$ cat src/rtl/fcmp_pkg.sv
package fcmp_pkg;
  typedef struct packed {
    logic zf;
    logic nf;
  } cmp_flags_t;

  localparam cmp_flags_t FLAGS_EQ = '{zf: 1'b1, nf: 1'b0};
  localparam cmp_flags_t FLAGS_GT = '{zf: 1'b0, nf: 1'b0};
  localparam cmp_flags_t FLAGS_LT = '{zf: 1'b0, nf: 1'b1};
endpackage

$ cat src/rtl/fcmp_regfile.sv
module fcmp_regfile #(
  parameter int WIDTH = 32,
  parameter int DEPTH = 4,
  localparam int AW = $clog2(DEPTH)
) (
  input  logic             clk,
  input  logic             we,
  input  logic [AW-1:0]    waddr,
  input  logic [WIDTH-1:0] wdata,
  input  logic [AW-1:0]    raddr_a,
  input  logic [AW-1:0]    raddr_b,
  output logic [WIDTH-1:0] rdata_a,
  output logic [WIDTH-1:0] rdata_b
);
  logic [WIDTH-1:0] mem [DEPTH];

  always_ff @(posedge clk) begin
    if (we) mem[waddr] <= wdata;
  end

  assign rdata_a = mem[raddr_a];
  assign rdata_b = mem[raddr_b];
endmodule

$ cat src/rtl/fcmp_decode.sv
module fcmp_decode #(
  parameter int          IW     = 16,
  parameter int          SEL_W  = 2,
  parameter logic [15:0] OPC_HI = 16'h7D00
) (
  input  logic             valid,
  input  logic [IW-1:0]    word_hi,
  input  logic [IW-1:0]    word_lo,
  output logic             hit,
  output logic [SEL_W-1:0] sel_a,
  output logic [SEL_W-1:0] sel_b
);
  localparam int RSV_LSB = 2 * SEL_W;

  assign hit   = valid && (word_hi == OPC_HI[IW-1:0]) && (word_lo[IW-1:RSV_LSB] == '0);
  assign sel_a = word_lo[SEL_W-1:0];
  assign sel_b = word_lo[RSV_LSB-1:SEL_W];
endmodule

$ cat src/rtl/fcmp_canon.sv
module fcmp_canon #(
  parameter int WIDTH = 32,
  parameter int EXP_W = 8,
  localparam int FRAC_W = WIDTH - 1 - EXP_W
) (
  input  logic [WIDTH-1:0] raw,
  output logic [WIDTH-1:0] canon
);
  logic              sgn;
  logic [EXP_W-1:0]  expo;
  logic [FRAC_W-1:0] frac;

  assign sgn  = raw[WIDTH-1];
  assign expo = raw[WIDTH-2 -: EXP_W];
  assign frac = raw[FRAC_W-1:0];

  always_comb begin
    if (expo == '0)
      canon = '0;
    else if ((expo == '1) && (frac != '0))
      canon = {sgn, {EXP_W{1'b1}}, {FRAC_W{1'b0}}};
    else
      canon = raw;
  end
endmodule

$ cat src/rtl/fcmp_order.sv
module fcmp_order
  import fcmp_pkg::*;
#(
  parameter int WIDTH = 32
) (
  input  logic [WIDTH-1:0] a,
  input  logic [WIDTH-1:0] b,
  output cmp_flags_t       res
);
  logic mag_gt;
  logic a_gt;

  assign mag_gt = a[WIDTH-2:0] > b[WIDTH-2:0];

  always_comb begin
    if (a[WIDTH-1] != b[WIDTH-1])
      a_gt = ~a[WIDTH-1];
    else if (!a[WIDTH-1])
      a_gt = mag_gt;
    else
      a_gt = ~mag_gt;
    if (a == b)
      res = FLAGS_EQ;
    else if (a_gt)
      res = FLAGS_GT;
    else
      res = FLAGS_LT;
  end
endmodule

$ cat src/rtl/fcmp_flag_unit.sv
module fcmp_flag_unit
  import fcmp_pkg::*;
#(
  parameter int WIDTH = 32,
  parameter int EXP_W = 8,
  parameter int NREGS = 4,
  parameter int IW    = 16,
  localparam int SEL_W = $clog2(NREGS)
) (
  input  logic             clk,
  input  logic             rst,
  input  logic             wr_en,
  input  logic [SEL_W-1:0] wr_addr,
  input  logic [WIDTH-1:0] wr_data,
  input  logic             instr_valid,
  input  logic [IW-1:0]    instr_hi,
  input  logic [IW-1:0]    instr_lo,
  output logic             zero_flag,
  output logic             neg_flag
);
  localparam int FRAC_W = WIDTH - 1 - EXP_W;

  logic             dec_hit;
  logic [SEL_W-1:0] sel_a, sel_b;
  logic [WIDTH-1:0] opnd [2];
  logic [WIDTH-1:0] canon [2];
  cmp_flags_t       nxt;

  fcmp_decode #(.IW(IW), .SEL_W(SEL_W)) u_dec (
    .valid(instr_valid), .word_hi(instr_hi), .word_lo(instr_lo),
    .hit(dec_hit), .sel_a(sel_a), .sel_b(sel_b)
  );

  fcmp_regfile #(.WIDTH(WIDTH), .DEPTH(NREGS)) u_rf (
    .clk(clk), .we(wr_en), .waddr(wr_addr), .wdata(wr_data),
    .raddr_a(sel_a), .raddr_b(sel_b), .rdata_a(opnd[0]), .rdata_b(opnd[1])
  );

  for (genvar g = 0; g < 2; g++) begin : g_canon
    fcmp_canon #(.WIDTH(WIDTH), .EXP_W(EXP_W)) u_canon (
      .raw(opnd[g]), .canon(canon[g])
    );
  end

  fcmp_order #(.WIDTH(WIDTH)) u_ord (.a(canon[0]), .b(canon[1]), .res(nxt));

  always_ff @(posedge clk) begin
    if (rst) begin
      zero_flag <= 1'b0;
      neg_flag  <= 1'b0;
    end else if (dec_hit) begin
      zero_flag <= nxt.zf;
      neg_flag  <= nxt.nf;
    end
  end

  // Assertions: operand-level facts checked against the registered flags
  logic [EXP_W-1:0] ea, eb;
  logic             a_nan;
  assign ea    = opnd[0][WIDTH-2 -: EXP_W];
  assign eb    = opnd[1][WIDTH-2 -: EXP_W];
  assign a_nan = (ea == '1) && (opnd[0][FRAC_W-1:0] != '0);

  a_r1_self_equal: assert property (@(posedge clk) disable iff (rst)
    (dec_hit && opnd[0] == opnd[1]) |=> (zero_flag && !neg_flag));

  a_r2_pos_beats_neg: assert property (@(posedge clk) disable iff (rst)
    (dec_hit && ea != '0 && eb != '0 && !opnd[0][WIDTH-1] && opnd[1][WIDTH-1])
      |=> (!zero_flag && !neg_flag));

  a_r5_zero_exps_equal: assert property (@(posedge clk) disable iff (rst)
    (dec_hit && ea == '0 && eb == '0) |=> (zero_flag && !neg_flag));

  a_r6_nan_is_inf: assert property (@(posedge clk) disable iff (rst)
    (dec_hit && a_nan && opnd[1] == {opnd[0][WIDTH-1], {EXP_W{1'b1}}, {FRAC_W{1'b0}}})
      |=> zero_flag);

  a_r8_hold_flags: assert property (@(posedge clk) disable iff (rst)
    !dec_hit |=> ($stable(zero_flag) && $stable(neg_flag)));

  a_r10_reset_clears: assert property (@(posedge clk)
    rst |=> (!zero_flag && !neg_flag));

  a_r11_flags_exclusive: assert property (@(posedge clk) disable iff (rst)
    !(zero_flag && neg_flag));
endmodule

$ cat config.mk
export PLATFORM = sky130hd
export DESIGN_NAME = fcmp_flag_unit
export DESIGN_NICKNAME = d
export VERILOG_FILES = /design/src/rtl/fcmp_pkg.sv /design/src/rtl/fcmp_regfile.sv /design/src/rtl/fcmp_decode.sv /design/src/rtl/fcmp_canon.sv /design/src/rtl/fcmp_order.sv /design/src/rtl/fcmp_flag_unit.sv
export SDC_FILE = /design/constraint.sdc
export NUM_CORES = 1
export LEC_CHECK = 0
export ABC_AREA = 1
export BUFFER_PORTS_ARGS = -buffer_cell sky130_fd_sc_hd__buf_2
export CORE_ASPECT_RATIO = 0.5
export CORE_UTILIZATION = 44
export DETAILED_ROUTE_END_ITERATION = 10
export PLACE_DENSITY = 0.61
export SLEW_MARGIN = 30
export SYNTH_ARGS = -nofsm -noshare
export SYNTH_HDL_FRONTEND = slang
export SYNTH_SLANG_ARGS = --single-unit
$ cat constraint.sdc
create_clock -name clk -period 3.55 [get_ports clk]
set_clock_uncertainty 0.1 [all_clocks]
set_input_delay 0 -clock clk [delete_from_list [all_inputs] [get_ports clk]]
set_output_delay 0 -clock clk [all_outputs]
set_load 0.01 [all_outputs]
==> impl_metrics.tcl, run 1 <==
set metrics [dict create \
    crit_fanout 22 \
    n_fill_cell 1490 \
    fmax_mhz 307 \
    grt_max_degree 70 \
    synth_edf_count 128 \
    layout-drive-gt1-share_pct 15.4 \
    hold_start "wr_addr[1]" \
    clk_pin_slew_worst_paths_ns 0.06 \
    cp_data_arrival_time_ns 3.51 \
    grtUsageTotal_pct 23.6 \
    synth_nets 957 \
    gp_congestion 0.922 \
    reg2reg_depth 24 \
    drt_iter0_drc 478 \
    power_density_mw_per_mm2 472 \
    ant_nets 0 \
    hp-class "in -> reg" \
    synth_largest_area_cell "edfxtp_1" \
    r2r_setup_slack_ns 0.29 \
    leakage_nw 3.89 \
    rows 33 \
    synth_ff_type "edfxtp_1" \
    grt_pass1_vias 6099 \
    worstSetupStartpointType "register" \
    post_synth_main_area_contributors "edfxtp_1 52%, nand2_1 12%, ha_1 5.2%" \
    swShare_pct 24.7 \
    initial_core_util_pct 45.2 \
    crit_required_ns 3.80 \
    dieWidth_um 186 \
    insertedDiodeCount 0 \
    setup_violations 0 \
    worst_pin_slew_ns 0.591 \
    dp_hpwl_um 13200 \
    wl_um 19800 \
    cts_buffers 17 \
    syn_area_mm2 0.00745 \
    grt_antenna_before_repair 0 \
    area_delta_synth_final_pct 23.4 \
    chipHeight_um 94.0 \
    switching_power_mw 1.07 \
    ys_async_sr_fraction_pct 0 \
    seq_power_share_pct 41.6 \
    period_share_pct 91.8 \
    firstDrtPassIters 5 \
    synth_cell_types 32 \
    h-tree-depth 4 \
    rsz0062_at_grt "false" \
    io_buffers 71 \
    vdd_drop_max_mv 0.300 \
    clock_sinks 130 \
    finalMaxSlewViolations 0 \
    syn_inst 856 \
    worstSetupEndpointType "register" \
    pwr-share-comb_pct 14.5 \
    r2r_start "u_rf.mem[2][11]" \
    wl_per_cell_um 16.4 \
    design.core.area_mm2 0.0165 \
    drc_errors 0 \
    ys_seq_area_share_pct 52.2 \
    cts_root_buf "clkbuf_16" \
    place_area_mm2 0.00811 \
    cts_buffer_depth 2 \
    power_frac_clock_pct 43.9 \
    synth.ff_latch_count 130 \
    timing.setup.tns_ns 0 \
    r2r_end "neg_flag" \
    clock_latency_ns 0.42 \
    stdcell_area_mm2 0.00919 \
    detail_route.vias_per_cell 5.29 \
    vias 6395 \
    grt_remaining_overflow 0 \
    final_nets 1071 \
    hold_viol 0 \
    ios 72 \
    outcome "finished clean" \
    seq_area_mm2 0.00388 \
    p_int_mw 3.26 \
    synth_top_area_share_pct 51.6 \
    relSlewSlack_pct 60.5 \
    multi_input_area_mm2 0.00313 \
    grt_pass1_wl_um 31200 \
    yosysWarnings 0 \
    die_area_mm2 0.0175 \
    period_needed_ns 3.26 \
    crit_type "reg -> reg" \
    cts_setup_buffers 0 \
    hold_depth 3 \
    worst_hold_path.endpoint "u_rf.mem[1][7]" \
    maxCapViolations 0 \
    cts_tree "done" \
    syn-mean-instance-area_um2 8.70 \
]
[area by class of cell]
cell class / instances / share of cell area, %
Inverter: 60 / 2.45
Clock inverter: 13 / 2.27
Clock buffer: 19 / 4.71
Multi-Input combinational cell: 624 / 34.0
Sequential cell: 130 / 42.3
Tap cell: 227 / 3.09
Timing Repair Buffer: 137 / 11.2
[repair_timing]
action                     in CTS  in global routing
hold endpoints to repair      130                  0
setup endpoints to repair       0                  2
gates resized for setup         0                  6
hold buffers                   40                  0
[layer usage]
metal	vias to the layer above	track usage (%)	part of all wire, %
met5	-	0	0
met4	0	4.85	0.70
met3	14	4.34	5.1
met2	184	37.9	45
met1	3035	33.5	50
li1	3162	-	-
[metrics by stage]
stage | total power [mW] | worst slack, ns | hold WS, ns | utilization (%) | cells
2_1_floorplan | 2.22 | 0.709 | -0.0309 | - | 856
3_3_place_gp | 2.41 | 0.0372 | 0.0941 | 49.2 | 1136
3_5_place_dp | 2.42 | -0.00378 | 0.0977 | 49.2 | 1136
4_1_cts | 4.35 | 0.111 | 0.168 | 55.5 | 1208
5_1_grt | 4.51 | 0.0162 | 0.185 | 55.8 | 1210
6_report | 4.33 | 0.292 | 0.165 | 55.8 | 1210
[state kept, by name, summed over array words and instances, names as in the netlist]
name and flops:
u_rf.mem 128, neg_flag 1, zero_flag 1
[cells by family after synthesis]
logic type | Yosys count | synth area share, %
flip-flops | 130 | 52.2
AND/OR/NAND/NOR | 453 | 26.3
buffers and inverters | 104 | 6.60
AO/OA/AOI/OAI | 138 | 9.73
adder cells (fa/ha/maj) | 31 | 5.21
[Yosys cell counts (3+ instances only)]
cell / n
o21ai_1: 4
inv_1: 58
nand4_1: 16
a21oi_1: 58
o21ai_0: 65
nor4_1: 8
buf_2: 18
nand3b_1: 19
clkbuf_1: 10
edfxtp_1: 128
nor3_1: 6
nor2_2: 10
a32o_1: 3
ha_1: 31
buf_4: 7
nor2_1: 83
nand3_1: 65
nand2_1: 241
buf_6: 7
[placed cells by master (no fill, tap or decap), types with 31 or more instances in the layout]
| cell type | netlist | routed |
|---|---|---|
| nand2_1 | 241 | 240 |
| edfxtp_1 | 128 | 128 |
| nor2_1 | 83 | 82 |
| buf_2 | 18 | 71 |
| o21ai_0 | 65 | 65 |
| nand3_1 | 65 | 65 |
| inv_1 | 58 | 58 |
| a21oi_1 | 58 | 56 |
| dlygate4sd3_1 | 0 | 40 |
| ha_1 | 31 | 31 |
[worst max-delay path: stages, from the launching register on]
cell and delay, ns:
edfxtp_1 0.39, o21ai_0 0.17, nor2_1 0.05, a21oi_1 0.34, nand4_1 0.19, nor2_1 0.12, nand3_1 0.09, nand2_1 0.09
nand2_2 0.04, buf_4 0.22, nor2_2 0.11, ha_1 0.25, nand2_1 0.10, inv_1 0.06, a21oi_1 0.15, nand2_1 0.12
nand2_1 0.07, nand2_1 0.04, nand2_1 0.05, nand2_1 0.07, nand2_1 0.06, nand2_1 0.05, nand2_1 0.06, nand3_1 0.07
a21oi_1 0.12
[how the worst max path moves through the flow]
| stage | from | to | slack [ns] | cells after the start |
|---|---|---|---|---|
| floorplan | wr_addr[1] | u_rf.mem[0][0] | 0.71 | 1 |
| global placement | instr_lo[3] | neg_flag | 0.04 | 23 |
| detailed placement | instr_lo[3] | neg_flag | -0.004 | 22 |
| CTS | u_rf.mem[2][0] | neg_flag | 0.11 | 20 |
| global route | u_rf.mem[2][8] | neg_flag | 0.02 | 24 |
| finish | u_rf.mem[2][11] | neg_flag | 0.29 | 24 |
[power groups by stage]
| stage | combinational (mW) | sequential (mW) | clock, mW |
|---|---|---|---|
| finish | 0.630 | 1.80 | 1.90 |
| global route | 0.711 | 1.81 | 1.99 |
| CTS | 0.623 | 1.80 | 1.92 |
| detailed placement | 0.589 | 1.83 | 0 |
| global placement | 0.580 | 1.83 | 0 |
| floorplan | 0.390 | 1.83 | 0 |
(Power assumes the default switching activity.)
==> run 2: changes to the inputs <==
- CTS_BUF_LIST: not set -> sky130_fd_sc_hd__clkbuf_4 sky130_fd_sc_hd__clkbuf_8 sky130_fd_sc_hd__clkbuf_16
==> impl_metrics.tcl, run 2 (synthesized netlist as in run 1, its figures left out) <==
set metrics [dict create \
    finalMaxSlewViolations 0 \
    dieWidth_um 186 \
    gp_congestion 0.922 \
    period_share_pct 91.2 \
    clk_pin_slew_worst_paths_ns 0.06 \
    area_delta_synth_final_pct 23.5 \
    maxCapViolations 0 \
    cts_setup_buffers 0 \
    layout.cells.non_filler 1210 \
    worstSetupEndpointType "register" \
    drc_errors 0 \
    reg.largest.list "u_rf.mem x128, neg_flag x1, zero_flag x1" \
    initial_core_util_pct 45.2 \
    worstSetupStartpointType "register" \
    crit_type "reg -> reg" \
    top_register "u_rf.mem" \
    firstDrtPassIters 8 \
    grt_remaining_overflow 0 \
    power_density_mw_per_mm2 473 \
    hold_viol 0 \
    n_fill_cell 1486 \
    ant_nets 0 \
    detail_route.vias_per_cell 5.31 \
    grt_antenna_before_repair 0 \
    chipHeight_um 94.0 \
    place_inst 1136 \
    die_area_mm2 0.0175 \
    clock_sinks 130 \
    rows 33 \
    ios 72 \
    final_nets 1071 \
    grt_pass1_vias 6092 \
    cp_data_arrival_time_ns 3.48 \
    grtUsageTotal_pct 23.6 \
    cts_tree "done" \
    layout_common_cells "240 x nand2_1, 128 x edfxtp_1, 82 x nor2_1" \
    final_common_cell "nand2_1" \
    drt_iter0_drc 504 \
    cts_buffer_depth 2 \
    grt_pass1_wl_um 31300 \
    dp_hpwl_um 13200 \
    layout-drive-gt1-share_pct 15.6 \
    cts_root_buf "clkbuf_16" \
    clock_latency_ns 0.42 \
    wl_um 19800 \
    crit_fanout 22 \
    largest_reg_flops 128 \
    io_buffers 71 \
    holdWs_ns 0.169 \
    vdd_drop_max_mv 0.303 \
    rsz0062_at_grt "false" \
    insertedDiodeCount 0 \
    period_needed_ns 3.24 \
    grt_max_degree 70 \
    wl_per_cell_um 16.4 \
    setup_violations 0 \
    final_core_util_pct 55.8 \
    hp-class "in -> reg" \
    relSlewSlack_pct 60.8 \
    cts_buffers 17 \
    outcome "finished clean" \
    total_power_mw 4.35 \
    worst_pin_slew_ns 0.588 \
    vias 6425 \
    crit_required_ns 3.80 \
    h-tree-depth 4 \
    leakage_nw 3.90 \
    design.core.area_mm2 0.0165 \
    fmax_mhz 309 \
]
run 2: cell counts in the layout (fill, tap and decap cells not counted):
Identical to the previous run, type by type.
run 2: per-stage QoR:
step	setup TNS [ns]	worst slack, ns	cell area, um^2
finish	0	0.314	9190
global route	0	0.0158	9190
CTS	0	0.111	9160
detailed placement	-0.00378	-0.00378	8110
global placement	0	0.0372	8110
floorplan	0	0.709	7450
run 2: cell type report:
cell class,count,area (um^2),area share (%)
flip-flops and latches,130,3880,42.2
clock buffers,19,440,4.79
inverters,60,225,2.45
well taps,227,284,3.09
multi-input cells,624,3130,34.0
repair buffers,137,1030,11.2
clock inverters,13,209,2.27
run 2: path summary, 6_finish.rpt:
check / from / end / slack (ns) / cells past startpoint
max: u_rf.mem[2][11] / neg_flag / 0.31 / 24
min: wr_addr[1] / u_rf.mem[1][5] / 0.17 / 3
max reg2reg: u_rf.mem[2][11] / neg_flag / 0.31 / 24
min reg2reg: zero_flag / zero_flag / 0.43 / 2
run 2: what timing repair did:
action	CTS	global route
hold endpoints to repair	130	0
hold buffers	40	0
gates resized for setup	0	6
setup endpoints to repair	0	2
run 2: per-layer routing:
metal | up-vias | routed length [um] | global-route usage (%)
li1 | 3163 | - | -
met1 | 3017 | 9590 | 33.5
met2 | 233 | 8860 | 37.9
met3 | 12 | 1270 | 4.11
met4 | 0 | 122 | 4.99
met5 | - | 0 | 0
run 2: critical path, cell delays in order, from the launching register on:
cell and delay, ns:
edfxtp_1 0.40, o21ai_0 0.17, nor2_1 0.05, a21oi_1 0.34
nand4_1 0.19, nor2_1 0.12, nand3_1 0.09, nand2_1 0.09
nand2_2 0.04, buf_4 0.23, nor2_2 0.11, ha_1 0.25
nand2_1 0.10, inv_1 0.06, a21oi_1 0.15, nand2_1 0.11
nand2_1 0.07, nand2_1 0.04, nand2_1 0.05, nand2_1 0.07
nand2_1 0.06, nand2_1 0.05, nand2_1 0.06, nand3_1 0.07
a21oi_1 0.11
run 2: where the power goes:
| group | total (mW) | switching, mW | internal (mW) |
|---|---|---|---|
| combinational | 0.630 | 0.383 | 0.247 |
| sequential | 1.80 | 0.0327 | 1.77 |
| clock | 1.92 | 0.653 | 1.26 |
==> run 3: changes to the inputs <==
==> constraint.sdc (replaced) <==
create_clock -name clk -period 3.55 [get_ports clk]
set_clock_uncertainty 0.1 [all_clocks]
set_input_delay 0.1775 -clock clk [delete_from_list [all_inputs] [get_ports clk]]
set_output_delay 0.1775 -clock clk [all_outputs]
set_load 0.01 [all_outputs]
==> impl_metrics.tcl, run 3 (synthesized netlist as in run 1, its figures left out) <==
set metrics [dict create \
    outcome "finished clean" \
    slowest_delay_ns 0.38 \
    dp_hpwl_um 13600 \
    drt_iter0_drc 494 \
    io_buffers 71 \
    n_fill_cell 1513 \
    grt_util_met1_pct 33.2 \
    grt_pass1_vias 5911 \
    relSlewSlack_pct 63.1 \
    finalMaxSlewViolations 0 \
    swShare_pct 24.6 \
    clock_latency_ns 0.42 \
    layout.cells.non_filler 1210 \
    final_common_cell "nand2_1" \
    rows 33 \
    place_area_mm2 0.00819 \
    grt_max_degree 46 \
    r2r_setup_slack_ns 0.25 \
    seq_power_share_pct 42.6 \
    worst_pin_slew_ns 0.553 \
    seq_area_mm2 0.00388 \
    vdd_drop_max_mv 0.356 \
    path_common_cell "nand2_1" \
    wl_per_cell_um 16.3 \
    gp_congestion 0.961 \
    period_share_pct 93.0 \
    final_nets 1072 \
    total_power_mw 4.23 \
    grtUsageTotal_pct 23.7 \
    dieWidth_um 186 \
    crit_fanout 10 \
    grt_busiest_layer "met2" \
    die_area_mm2 0.0175 \
    dp_slack_ns 0.0595 \
    path_buf_inv 2 \
    layout_common_cells "241 x nand2_1, 128 x edfxtp_1, 83 x nor2_1" \
    crit_required_ns 3.80 \
    hp-class "in -> reg" \
    firstDrtPassIters 8 \
    clk_pin_slew_worst_paths_ns 0.06 \
    vias 6354 \
    p_int_mw 3.19 \
    switching_power_mw 1.04 \
    initial_core_util_pct 45.2 \
    setup_violations 0 \
    clock_sinks 130 \
    cp_data_arrival_time_ns 3.55 \
    path_delay_family "simple AND/OR/NAND/NOR gates" \
    crit_type "reg -> reg" \
    cts_tree "done" \
    cts_root_buf "clkbuf_16" \
    h-tree-depth 4 \
    top_register "u_rf.mem" \
    period_needed_ns 3.30 \
    hold_viol 0 \
    maxCapViolations 0 \
    area_delta_synth_final_pct 23.5 \
    insertedDiodeCount 0 \
    multi_input_area_mm2 0.00312 \
    cts_buffers 17 \
    cp_slowest_cell "edfxtp_1" \
    stdcell_area_mm2 0.00920 \
    grt_use_met2_pct 37.7 \
    cts_buffer_depth 2 \
    grt.met3_usage_pct 4.65 \
    fmax_mhz 303 \
    ant_nets 0 \
    power_frac_clock_pct 42.4 \
    design.core.area_mm2 0.0165 \
    fin_ws_ns 0.248 \
    wl_um 19700 \
    leakage_nw 3.91 \
    detail_route.vias_per_cell 5.25 \
    layout-drive-gt1-share_pct 16.2 \
    place_inst 1142 \
    ios 72 \
    largest_reg_flops 128 \
    drc_errors 0 \
    pwr-share-comb_pct 15.0 \
    grt_remaining_overflow 0 \
    grt_pass1_wl_um 30900 \
    reg.largest.list "u_rf.mem x128, neg_flag x1, zero_flag x1" \
    worstSetupStartpointType "register" \
    grt_antenna_before_repair 0 \
    chipHeight_um 94.0 \
    worstSetupEndpointType "register" \
    power_density_mw_per_mm2 460 \
    crit_chain "a21oi_1 -> o21ai_0 -> nand2_1 -> nand2_1 -> nor3_2 -> nand4_1 -> nor2_1 -> nand2_1 -> nand2_4 -> buf_4 -> clkbuf_16 -> nand3b_1 -> ha_1 -> nand2_1 -> nor2_1 -> nand4_1 -> nor2_1 -> nand2_1 -> nand2_1 -> nand3_1 -> nand2_1 -> nand3_1 -> a21oi_1" \
]
-- run 3: what timing repair did --
item                                    in CTS  in global routing
resized for setup                            0                  6
endpoints found under the setup margin       0                  2
setup buffers                                0                  3
endpoints found under the hold margin      130                  0
hold buffers                                33                  0
-- run 3: worst min-delay path: cells and delay by family --
kind,cells,cell delay [ns]
buf+inv,2,0.13
simple gates,2,0.13
compound gates,1,0.14
-- run 3: metrics by stage --
stage	hold WS (ns)	setup TNS, ns	util (%)
2_1_floorplan	0.147	0	-
6_report	0.0994	0	55.8
3_3_place_gp	0.282	0	49.7
4_1_cts	0.0890	0	55.4
5_1_grt	0.149	-0.0272	55.8
3_5_place_dp	0.286	0	49.7
-- run 3: final cells by class --
class	count	area share (%)
clock inverter	13	1.82
tap	227	3.09
timing repair buffer	140	11.8
sequential	130	42.2
multi-input combinational	622	33.9
clock buffer	18	4.71
inverter	60	2.45
-- run 3: final timing paths --
path	startpoint	end	cells after the start
worst min register to register	zero_flag	zero_flag	2
worst max register to register	u_rf.mem[1][14]	neg_flag	23
worst min-delay path	instr_lo[14]	zero_flag	5
worst max-delay path	u_rf.mem[1][14]	neg_flag	23
-- run 3: power groups by stage --
stage / sequential [mW] / combinational, mW / clock, mW
after floorplan: 1.83 / 0.390 / 0
after global placement: 1.83 / 0.592 / 0
after detailed placement: 1.83 / 0.600 / 0
after CTS: 1.80 / 0.632 / 1.82
after global routing: 1.81 / 0.722 / 1.88
final: 1.80 / 0.637 / 1.79
-- run 3: layer usage --
metal | vias up | wire, um
li1 | 3162 | -
met1 | 2977 | 9780
met2 | 194 | 8680
met3 | 21 | 1060
met4 | 0 | 208
met5 | - | 0
